[src/rtl/irqc_pkg.sv]
package irqc_pkg;

    // Register state of the edge detector and pending latch
    typedef struct packed {
        logic prev_lvl;   // combined level seen last cycle
        logic pend;       // pending request latch
    } edge_state_t;

    localparam edge_state_t EDGE_RST = '{prev_lvl: 1'b1, pend: 1'b0};

endpackage

[src/rtl/irqc_sync.sv]
module irqc_sync #(
    parameter int WIDTH  = 9,
    parameter int STAGES = 2
) (
    input  logic             clk,
    input  logic             rst_n,
    input  logic [WIDTH-1:0] din,
    output logic [WIDTH-1:0] dout
);

    logic [STAGES-1:0][WIDTH-1:0] stg_d, stg_q;

    always_comb begin
        stg_d[0] = din;
        for (int i = 1; i < STAGES; i++) begin
            stg_d[i] = stg_q[i-1];
        end
    end

    // Idle level of every pin is high
    always_ff @(posedge clk or negedge rst_n) begin
        if (!rst_n) stg_q <= '1;
        else        stg_q <= stg_d;
    end

    assign dout = stg_q[STAGES-1];

endmodule

[src/rtl/irqc_merge.sv]
module irqc_merge #(
    parameter int               PORT_W = 8,
    parameter logic [PORT_W-1:0] SRC_EN = '1
) (
    input  logic              irq_s,
    input  logic [PORT_W-1:0] port_s,
    input  logic [PORT_W-1:0] port_dir,
    output logic              merged_lvl
);

    logic [PORT_W-1:0] term_hi;

    // A disabled or output-configured pin reads as high
    for (genvar g = 0; g < PORT_W; g++) begin : g_term
        if (SRC_EN[g]) begin : g_src
            assign term_hi[g] = port_s[g] | port_dir[g];
        end else begin : g_off
            assign term_hi[g] = 1'b1;
        end
    end

    assign merged_lvl = irq_s & (&term_hi);

endmodule

[src/rtl/irqc_latch.sv]
module irqc_latch
    import irqc_pkg::*;
(
    input  logic clk,
    input  logic rst_n,
    input  logic merged_lvl,
    input  logic ack,
    output logic fall,
    output logic pend
);

    edge_state_t st_d, st_q;

    always_comb begin
        fall           = st_q.prev_lvl & ~merged_lvl;
        st_d.prev_lvl  = merged_lvl;
        // New edge wins over acknowledge
        st_d.pend      = fall | (st_q.pend & ~ack);
    end

    always_ff @(posedge clk or negedge rst_n) begin
        if (!rst_n) st_q <= EDGE_RST;
        else        st_q <= st_d;
    end

    assign pend = st_q.pend;

endmodule

[src/rtl/ext_irq_combiner.sv]
module ext_irq_combiner #(
    parameter int                PORT_W      = 8,
    parameter logic [PORT_W-1:0] PORT_IRQ_EN = '1,
    parameter bit                LEVEL_MODE  = 1'b0,
    parameter int                SYNC_STAGES = 2,
    parameter int                ADDR_W      = 14,
    parameter logic [ADDR_W-1:0] VEC_HI_ADDR = 14'h3FFA
) (
    input  logic              clk,
    input  logic              rst_n,
    input  logic              irq_pin_n,
    input  logic [PORT_W-1:0] port_pin,
    input  logic [PORT_W-1:0] port_dir,
    input  logic              cpu_imask,
    input  logic              int_ack,
    output logic              irq_req,
    output logic              irq_level,
    output logic [ADDR_W-1:0] vec_addr_hi,
    output logic [ADDR_W-1:0] vec_addr_lo
);

    localparam int                SYNC_W      = PORT_W + 1;
    localparam logic [ADDR_W-1:0] VEC_LO_ADDR = VEC_HI_ADDR + 1'b1;

    logic [SYNC_W-1:0] pins_s;
    logic              merged_lvl;
    logic              fall_det;
    logic              pend_q;
    logic              lvl_term;

    irqc_sync #(.WIDTH(SYNC_W), .STAGES(SYNC_STAGES)) u_sync (
        .clk  (clk),
        .rst_n(rst_n),
        .din  ({irq_pin_n, port_pin}),
        .dout (pins_s)
    );

    irqc_merge #(.PORT_W(PORT_W), .SRC_EN(PORT_IRQ_EN)) u_merge (
        .irq_s     (pins_s[SYNC_W-1]),
        .port_s    (pins_s[PORT_W-1:0]),
        .port_dir  (port_dir),
        .merged_lvl(merged_lvl)
    );

    irqc_latch u_latch (
        .clk       (clk),
        .rst_n     (rst_n),
        .merged_lvl(merged_lvl),
        .ack       (int_ack),
        .fall      (fall_det),
        .pend      (pend_q)
    );

    if (LEVEL_MODE) begin : g_level
        assign lvl_term = ~merged_lvl;
    end else begin : g_edge
        assign lvl_term = 1'b0;
    end

    assign irq_req     = ~cpu_imask & (pend_q | lvl_term);
    assign irq_level   = merged_lvl;
    assign vec_addr_hi = VEC_HI_ADDR;
    assign vec_addr_lo = VEC_LO_ADDR;

endmodule

[config.mk]
export PLATFORM = sky130hd
export DESIGN_NAME = ext_irq_combiner
export DESIGN_NICKNAME = d
export VERILOG_FILES = /design/src/rtl/irqc_pkg.sv /design/src/rtl/irqc_sync.sv /design/src/rtl/irqc_merge.sv /design/src/rtl/irqc_latch.sv /design/src/rtl/ext_irq_combiner.sv
export SDC_FILE = /design/constraint.sdc
export NUM_CORES = 1
export LEC_CHECK = 0
export BUFFER_PORTS_ARGS = -buffer_cell sky130_fd_sc_hd__buf_2
export CAP_MARGIN = 20
export CORE_MARGIN = 4
export CORE_UTILIZATION = 30
export DETAILED_ROUTE_END_ITERATION = 7
export PLACE_DENSITY = 0.63
export SYNTH_ARGS = -nofsm -noshare
export SYNTH_HDL_FRONTEND = slang
export SYNTH_SLANG_ARGS = --single-unit
[constraint.sdc]
create_clock -name clk -period 1.4 [get_ports clk]
set_clock_uncertainty 0.05 [all_clocks]
set_input_delay 0.21 -clock clk [delete_from_list [all_inputs] [get_ports clk]]
set_output_delay 0.21 -clock clk [all_outputs]
set_load 0.02 [all_outputs]
* Word level (Yosys, flattened, before mapping)
Cells that the tools add are included.
** Storage, ports and cells
- Bits in registers :: 20
- Memories kept :: 0
- Input port bits :: 21
- Memory bits (read-only) :: 0
- Output and inout port bits :: 30
- Logic and storage cells :: 21
- Latch bits :: 0
- Bits in writable memories :: 0
** Cells by class
- Multiply operators :: 0
- Shift-type cells :: 0
- Div/mod/pow operators :: 0
- Bitwise logic cells :: 16
- Reduce and logical (&&, ||, !) cells :: 1
- Add/subtract/negate cells :: 0
- Magnitude comparators :: 0
- Eq/ne operators :: 0
- Muxes and demuxes :: 0
** Operators by type and width (number)
- $or A1 B1 Y1 :: 9
- $reduce_and A8 Y1 :: 1
- $and A1 B1 Y1 :: 4
- $not A1 Y1 :: 3

* Depth between registers and ports, before layout
Gate-level depths: netlist of run 1.
- Word-level depth :: 6
- Mapped depth :: 3

* Hierarchy
From an unflattened synthesis of run 1, not the netlist that was laid out.
** Second synthesis, totals
- Cells, all modules :: 61
- Area total of the unflattened synthesis :: 819.5 sq um
** Modules (own cells, without submodules)
- irqc_sync :: cells each 18, seq. area each 473.0 sq um, area each 473.0 sq um, instances 1
- ext_irq_combiner :: cells each 31, seq. area each 0.0 sq um, area each 231.5 sq um, instances 1
- irqc_latch :: cells each 5, seq. area each 51.3 sq um, area each 76.3 sq um, instances 1
- irqc_merge :: cells each 7, seq. area each 0.0 sq um, area each 38.8 sq um, instances 1

* Least setup slack after synthesis of run 1
Ideal clock, no wire load.
- Kind :: register -> output
- Start :: register u_sync.stg_q, in the netlist u_sync.dout[5]
- End :: output port irq_level
- Arrival :: 1431 ps
- Cell stages (with the launch flop) :: 4
- Data required time :: 1140 ps
- Slack :: -291 ps
- Buffers on the path :: 0
- Cells stage by stage :: dfstp_2 o21ai_1 or3_1 nor3_1
** Between the ends
- Word-level cells in the longest chain between the ends :: 3
** RTL lines
- start: declaration :: RTL line irqc_sync.sv:11 : logic [STAGES-1:0][WIDTH-1:0] stg_d, stg_q;
- start signal: assignment :: RTL line irqc_sync.sv:23 : else stg_q <= stg_d;
- $or A1 B1 Y1 :: RTL line irqc_merge.sv:16 : assign term_hi[g] = port_s[g] | port_dir[g];
- $reduce_and A8 Y1 :: RTL line irqc_merge.sv:22 : assign merged_lvl = irq_s & (&term_hi);
- $and A1 B1 Y1 :: RTL line irqc_merge.sv:22
- end: declaration :: RTL line ext_irq_combiner.sv:17 : output logic irq_level,
Every way passes these cells.

* Final worst setup path of run 1
Same ends and word-level chain as after synthesis.

==> results.sh, run 1 <==
export IMPL_setup_slack_ns=-0.437
export IMPL_clkPwrFrac_pct=28.4
export IMPL_comb_power_share_pct=14.4
export IMPL_final_cell_mix="28 x conb_1, 21 x buf_2, 19 x dfstp_2, 10 x dlygate4sd3_1"
export IMPL_crit_path_end_kind="primary output"
export IMPL_num_vias=450
export IMPL_tritoncts="done"
export IMPL_die_h_um=59.9
export IMPL_grt_max_degree=21
export IMPL_grt_pass1_wl_mm=1.50
export IMPL_design_portCount=51
export IMPL_p_sw_share_pct=24.4
export IMPL_core_area_sq_um=2520
export IMPL_cp_required_ns=1.14
export IMPL_areaGrowthSynthToFinish_pct=27.7
export IMPL_synthCells=61
export IMPL_gp_congestion=0.612
export IMPL_die_w_um=59.9
export IMPL_wl_mm=1.11
export IMPL_max_vdd_ir_drop_mv=0.794
export IMPL_drive_gt1_share_pct=52.0
export IMPL_stdcell_area_sq_um=1030
export IMPL_wl_per_cell_um=8.68
export IMPL_cts_root_buffer_cell="clkbuf_4"
export IMPL_status="finished with violations"
export IMPL_io_buffers=22
export IMPL_drtPass1Iterations=4
export IMPL_placed_area_sq_um=862
export IMPL_grt_usage_pct=5.93
export IMPL_htree_levels=1
export IMPL_p_sw_uw=272
export IMPL_seq_area_frac_synth_pct=64.9
export IMPL_clockBufferDepth=2
export IMPL_dieArea_sq_um=3590
export IMPL_min_path_type="input port to flop"
export IMPL_power_leakage_uw=0.000500
export IMPL_violations="negative setup slack"
export IMPL_reg2reg_slack_ns=-0.29
export IMPL_finalSetupViolCount=2
export IMPL_cts_made_buffers=3
export IMPL_grt_use_met1_pct=5.31
export IMPL_fin_util_pct=40.9
export IMPL_final_antenna_net_count=0
export IMPL_finalMaxSlewViolations=0
export IMPL_max_cap_violations=0
export IMPL_rsz0062_at_grt="yes"
export IMPL_fmax_mhz=544
export IMPL_hold_slack_ns=0.184
export IMPL_p_per_area_nw_per_um2=1080
export IMPL_yosysTopAreaCell="dfstp_2"
export IMPL_grt_remaining_overflow=0
export IMPL_drc=0
export IMPL_num_rows=18
export IMPL_crit_type="flop to primary output"
export IMPL_pre_cts_ws_ns=-0.194
export IMPL_ys_top_cells_by_area="dfstp_2 62%, buf_4 26%, dfrtp_1 3.1%, o22ai_1 2.3%, a221o_1 1.2%"
export IMPL_grt_pass1_vias=397
export IMPL_synth_cell_types=13
export IMPL_yosys_warnings=0
export IMPL_cp_start_kind="flop"
export IMPL_dp_hpwl_um=845
export IMPL_ys_ff_latch=20
export IMPL_avgSynthCellArea_sq_um=13.3
export IMPL_initial_core_util_pct=32.0
export IMPL_final_common_cell="conb_1"
export IMPL_crit_arrival_ns=1.58
export IMPL_clkSinkCount=20
export IMPL_drt_initial_drc_count=4
export IMPL_use_met3_pct=2.16
export IMPL_p_int_uw=845
export IMPL_netlist_area_leader_share_pct=61.8
export IMPL_met2_usage_pct=11.0
export IMPL_clock_latency_ns=0.29
export IMPL_via_per_inst=3.52
export IMPL_top_usage_layer="met2"
export IMPL_fin_nets=120
export IMPL_netlist_area_sq_um=808
export IMPL_power_frac_seq_pct=57.1
export IMPL_final_hold_viol_count=0
export IMPL_crit_fanout=2
export IMPL_post_route_min_period_ns=1.84
export IMPL_finalCritPeriodShare_pct=131
export IMPL_antenna_found_initial=0
export IMPL_antenna_cells=0
export IMPL_clk_pin_slew_ns=0.10
==> final cells by class <==
| type | count | area [sq um] |
|---|---|---|
| flip-flops and latches | 20 | 524 |
| repair buffers | 35 | 243 |
| clock buffers | 4 | 36.3 |
| inverters | 1 | 3.75 |
| multi-input cells | 38 | 188 |
| well taps | 30 | 37.5 |
| fillers | 233 | 1490 |
==> routing by layer <==
metal / wire length [um] / part of all wire (%)
met1: 342 / 31
met2: 552 / 50
met3: 194 / 17
met4: 22 / 2.0
met5: 0 / 0
==> final timing paths <==
kind,from,endpoint,cells past startpoint
worst max-delay path,u_sync.dout[5]$_DFF_PN1_,irq_level,4
worst min-delay path,int_ack,u_latch.pend$_DFF_PN0_,3
worst max register to register,u_sync.dout[5]$_DFF_PN1_,u_latch.pend$_DFF_PN0_,5
worst min register to register,u_sync.stg_d[12]$_DFF_PN1_,u_sync.dout[3]$_DFF_PN1_,0
max in group asynchronous,rst_n,u_sync.dout[8]$_DFF_PN1_,2
min in group asynchronous,rst_n,u_latch.pend$_DFF_PN0_,2
==> Yosys cell counts, drive strengths merged <==
| master | n |
|---|---|
| o21ai | 1 |
| or3 | 1 |
| a221o | 1 |
| buf | 28 |
| dfstp | 19 |
| conb | 2 |
| dfrtp | 1 |
| o21a | 1 |
| nor2 | 1 |
| nor2b | 1 |
| nor3 | 1 |
| inv | 1 |
| o22ai | 3 |
==> critical path: stages (launching register included) <==
cell and delay [ns]:
dfstp_2 0.54, o21ai_2 0.05, or3_4 0.39, nor3_4 0.16, buf_6 0.15
==> logic make-up after synthesis <==
| logic type | after synthesis | share of synthesized area (%) |
|---|---|---|
| AOI/OAI and AO/OA | 6 | 5.11 |
| buffers and inverters | 29 | 26.5 |
| DFF | 20 | 64.9 |
| other | 2 | 0.929 |
| and+or+nand+nor | 4 | 2.63 |
==> power by group through the flow <==
stage	logic, uW	clock network [uW]	registers (uW)
3_5_place_dp	130	0	647
6_report	161	318	638
2_1_floorplan	146	0	645
4_1_cts	157	324	638
5_1_grt	176	347	641
3_3_place_gp	127	0	646
==> registers in the layout (all words and copies together) (netlist names) <==
| name | cells |
|---|---|
| u_latch.pend | 1 |
| u_latch.st_q | 1 |
| u_sync.dout | 9 |
| u_sync.stg_d | 9 |
==> stage by stage <==
stage	setup TNS, ns	power, uW	std cells
2_1_floorplan	-0.0741	790	87
3_3_place_gp	-0.208	773	112
3_5_place_dp	-0.279	777	112
4_1_cts	-0.626	1120	127
5_1_grt	-0.850	1160	128
6_report	-0.727	1120	128
==> timing repair <==
| action | 4_1_cts | 5_1_grt |
|---|---|---|
| endpoints found under the setup margin | 2 | 3 |
| hold buffers | 10 | 0 |
| pin swaps | 0 | 1 |
| gates resized for setup | 4 | 1 |
| buffers inserted | 1 | 1 |
| hold endpoints to repair | 10 | 0 |
No activity file was read; power rests on OpenSTA's default activity.
==> inputs of run 2 (changes only) <==
Settings changed: CORE_MARGIN 4 to 2, PLACE_DENSITY 0.63 to unset, PLACE_DENSITY_LB_ADDON set to 0.12.
==> run 2 against run 1 <==
Against the previous run:
- the flow still finishes with violations (negative setup slack)
- largest power group unchanged
- total power decreased by 1.0%
- sequential power barely moved
- highest routed layer is now met3
- clock power barely moved
==> results.sh, run 2 (synthesis results as in run 1) <==
export IMPL_status="finished with violations"
export IMPL_violations="negative setup slack"
export IMPL_finalSetupTns_ns=-0.460
export IMPL_grt_pass1_wl_mm=1.55
export IMPL_clkSinkCount=20
export IMPL_num_vias=425
export IMPL_min_path_type="input port to flop"
export IMPL_clock_latency_ns=0.28
export IMPL_min_to="u_latch.pend$_DFF_PN0_"
export IMPL_dieArea_sq_um=3130
export IMPL_rr_worst_depth=3
export IMPL_finalCritPeriodShare_pct=130
export IMPL_cts_root_buffer_cell="clkbuf_4"
export IMPL_core_area_sq_um=2520
export IMPL_grt_pass1_vias=390
export IMPL_crit_path_cell_trace="o21ai_2 -> or3_4 -> nor3_4 -> buf_6"
export IMPL_fin_util_pct=39.9
export IMPL_via_per_inst=3.40
export IMPL_pre_cts_ws_ns=-0.177
export IMPL_drt_initial_drc_count=1
export IMPL_areaGrowthSynthToFinish_pct=24.5
export IMPL_fmax_mhz=551
export IMPL_htree_levels=1
export IMPL_grt_remaining_overflow=0
export IMPL_fin_nets=117
export IMPL_drc=0
export IMPL_timing_rr_end="u_latch.pend$_DFF_PN0_"
export IMPL_highest_layer="met3"
export IMPL_grt_usage_pct=6.54
export IMPL_final_antenna_net_count=0
export IMPL_cpPeakStageDelay_ns=0.54
export IMPL_wl_met3_um=120
export IMPL_antenna_found_initial=0
export IMPL_initial_core_util_pct=32.0
export IMPL_finalSetupViolCount=2
export IMPL_max_vdd_ir_drop_mv=0.650
export IMPL_dp_hpwl_um=716
export IMPL_r2r_start="u_sync.dout[5]$_DFF_PN1_"
export IMPL_design_portCount=51
export IMPL_max_cap_violations=0
export IMPL_stdcell_area_sq_um=1010
export IMPL_grt_max_degree=21
export IMPL_setup_slack_ns=-0.415
export IMPL_io_buffers=22
export IMPL_placed_area_sq_um=855
export IMPL_clockBufferDepth=2
export IMPL_min_from="int_ack"
export IMPL_num_rows=18
export IMPL_cp_required_ns=1.14
export IMPL_reg2reg_slack_ns=-0.05
export IMPL_drive_gt1_share_pct=50.5
export IMPL_antenna_cells=0
export IMPL_die_w_um=55.9
export IMPL_clk_pin_slew_ns=0.10
export IMPL_wl_per_cell_um=7.84
export IMPL_finalMaxSlewViolations=0
export IMPL_crit_path_end_kind="primary output"
export IMPL_power_leakage_uw=0.000484
export IMPL_rsz0062_at_grt="yes"
export IMPL_hold_depth=3
export IMPL_final_cell_mix="28 x conb_1, 21 x buf_2, 19 x dfstp_2, 10 x dlygate4sd3_1"
export IMPL_dr_wl_met2_um=486
export IMPL_final_hold_viol_count=0
export IMPL_cp_start_kind="flop"
export IMPL_hold_slack_ns=0.169
export IMPL_wl_um=980
export IMPL_die_h_um=55.9
export IMPL_fillCellCount=241
export IMPL_slowest_stage="dfstp_2"
export IMPL_wl_met1_um=373
export IMPL_gp_congestion=0.545
export IMPL_tritoncts="done"
export IMPL_crit_arrival_ns=1.55
export IMPL_cts_made_buffers=3
export IMPL_crit_fanout=2
export IMPL_crit_type="flop to primary output"
export IMPL_p_per_area_nw_per_um2=1100
export IMPL_drtPass1Iterations=2
export IMPL_final_common_cell="conb_1"
export IMPL_post_route_min_period_ns=1.81
## run 2: cell types whose count changed in the layout (fill, tap and decap cells not counted), sizes merged
cell,delta
buf,-3
## run 2: critical path: cells and delay by family, from the launching register on
kind	cells	cell delay, ns
compound gates	1	0.05
simple gates	2	0.54
flops	1	0.54
buf+inv	1	0.14
## run 2: how the worst max path moves through the flow
stage	startpoint	to	depth (start not counted)
after CTS	u_sync.dout[5]$_DFF_PN1_	irq_level	4
after global routing	u_sync.dout[3]$_DFF_PN1_	irq_level	4
after detailed placement	u_sync.dout[8]$_DFF_PN1_	irq_level	4
after global placement	u_sync.dout[8]$_DFF_PN1_	irq_level	4
after floorplan	u_sync.dout[5]$_DFF_PN1_	irq_level	3
final	u_sync.dout[5]$_DFF_PN1_	irq_level	4
## run 2: power breakdown
| group | leakage (uW) | switching [uW] | internal [uW] |
|---|---|---|---|
| registers | 0.000213 | 8.86 | 629 |
| logic | 0.000250 | 101 | 51.5 |
| clock network | 0.0000210 | 157 | 158 |
| total | 0.000484 | 266 | 839 |
## run 2: timing repair
item                       4_1_cts  5_1_grt
setup buffers                    0        0
pin swaps                        1        0
resized for setup                4        0
hold buffers                    10        0
setup endpoints to repair        2        2
hold endpoints to repair        10        0
## run 2: cell type report
cell class / instances / area [sq um] / area share [%]
timing repair buffer: 32 / 216 / 21.5
sequential: 20 / 524 / 52.1
clock buffer: 4 / 36.3 / 3.61
multi-input combinational: 38 / 188 / 18.7
inverter: 1 / 3.75 / 0.373
tap: 30 / 37.5 / 3.73
## run 2: metal layers
metal / GRT usage [%] / vias up
met3: 1.63 / 0
met5: 0 / -
met1: 7.21 / 188
met2: 11.2 / 33
li1: - / 204
met4: 4.08 / 0
## run 2: through the flow
stage / power, uW / cells
finish: 1110 / 125
global route: 1160 / 125
CTS: 1120 / 125
detailed placement: 775 / 111
global placement: 774 / 111
floorplan: 790 / 87
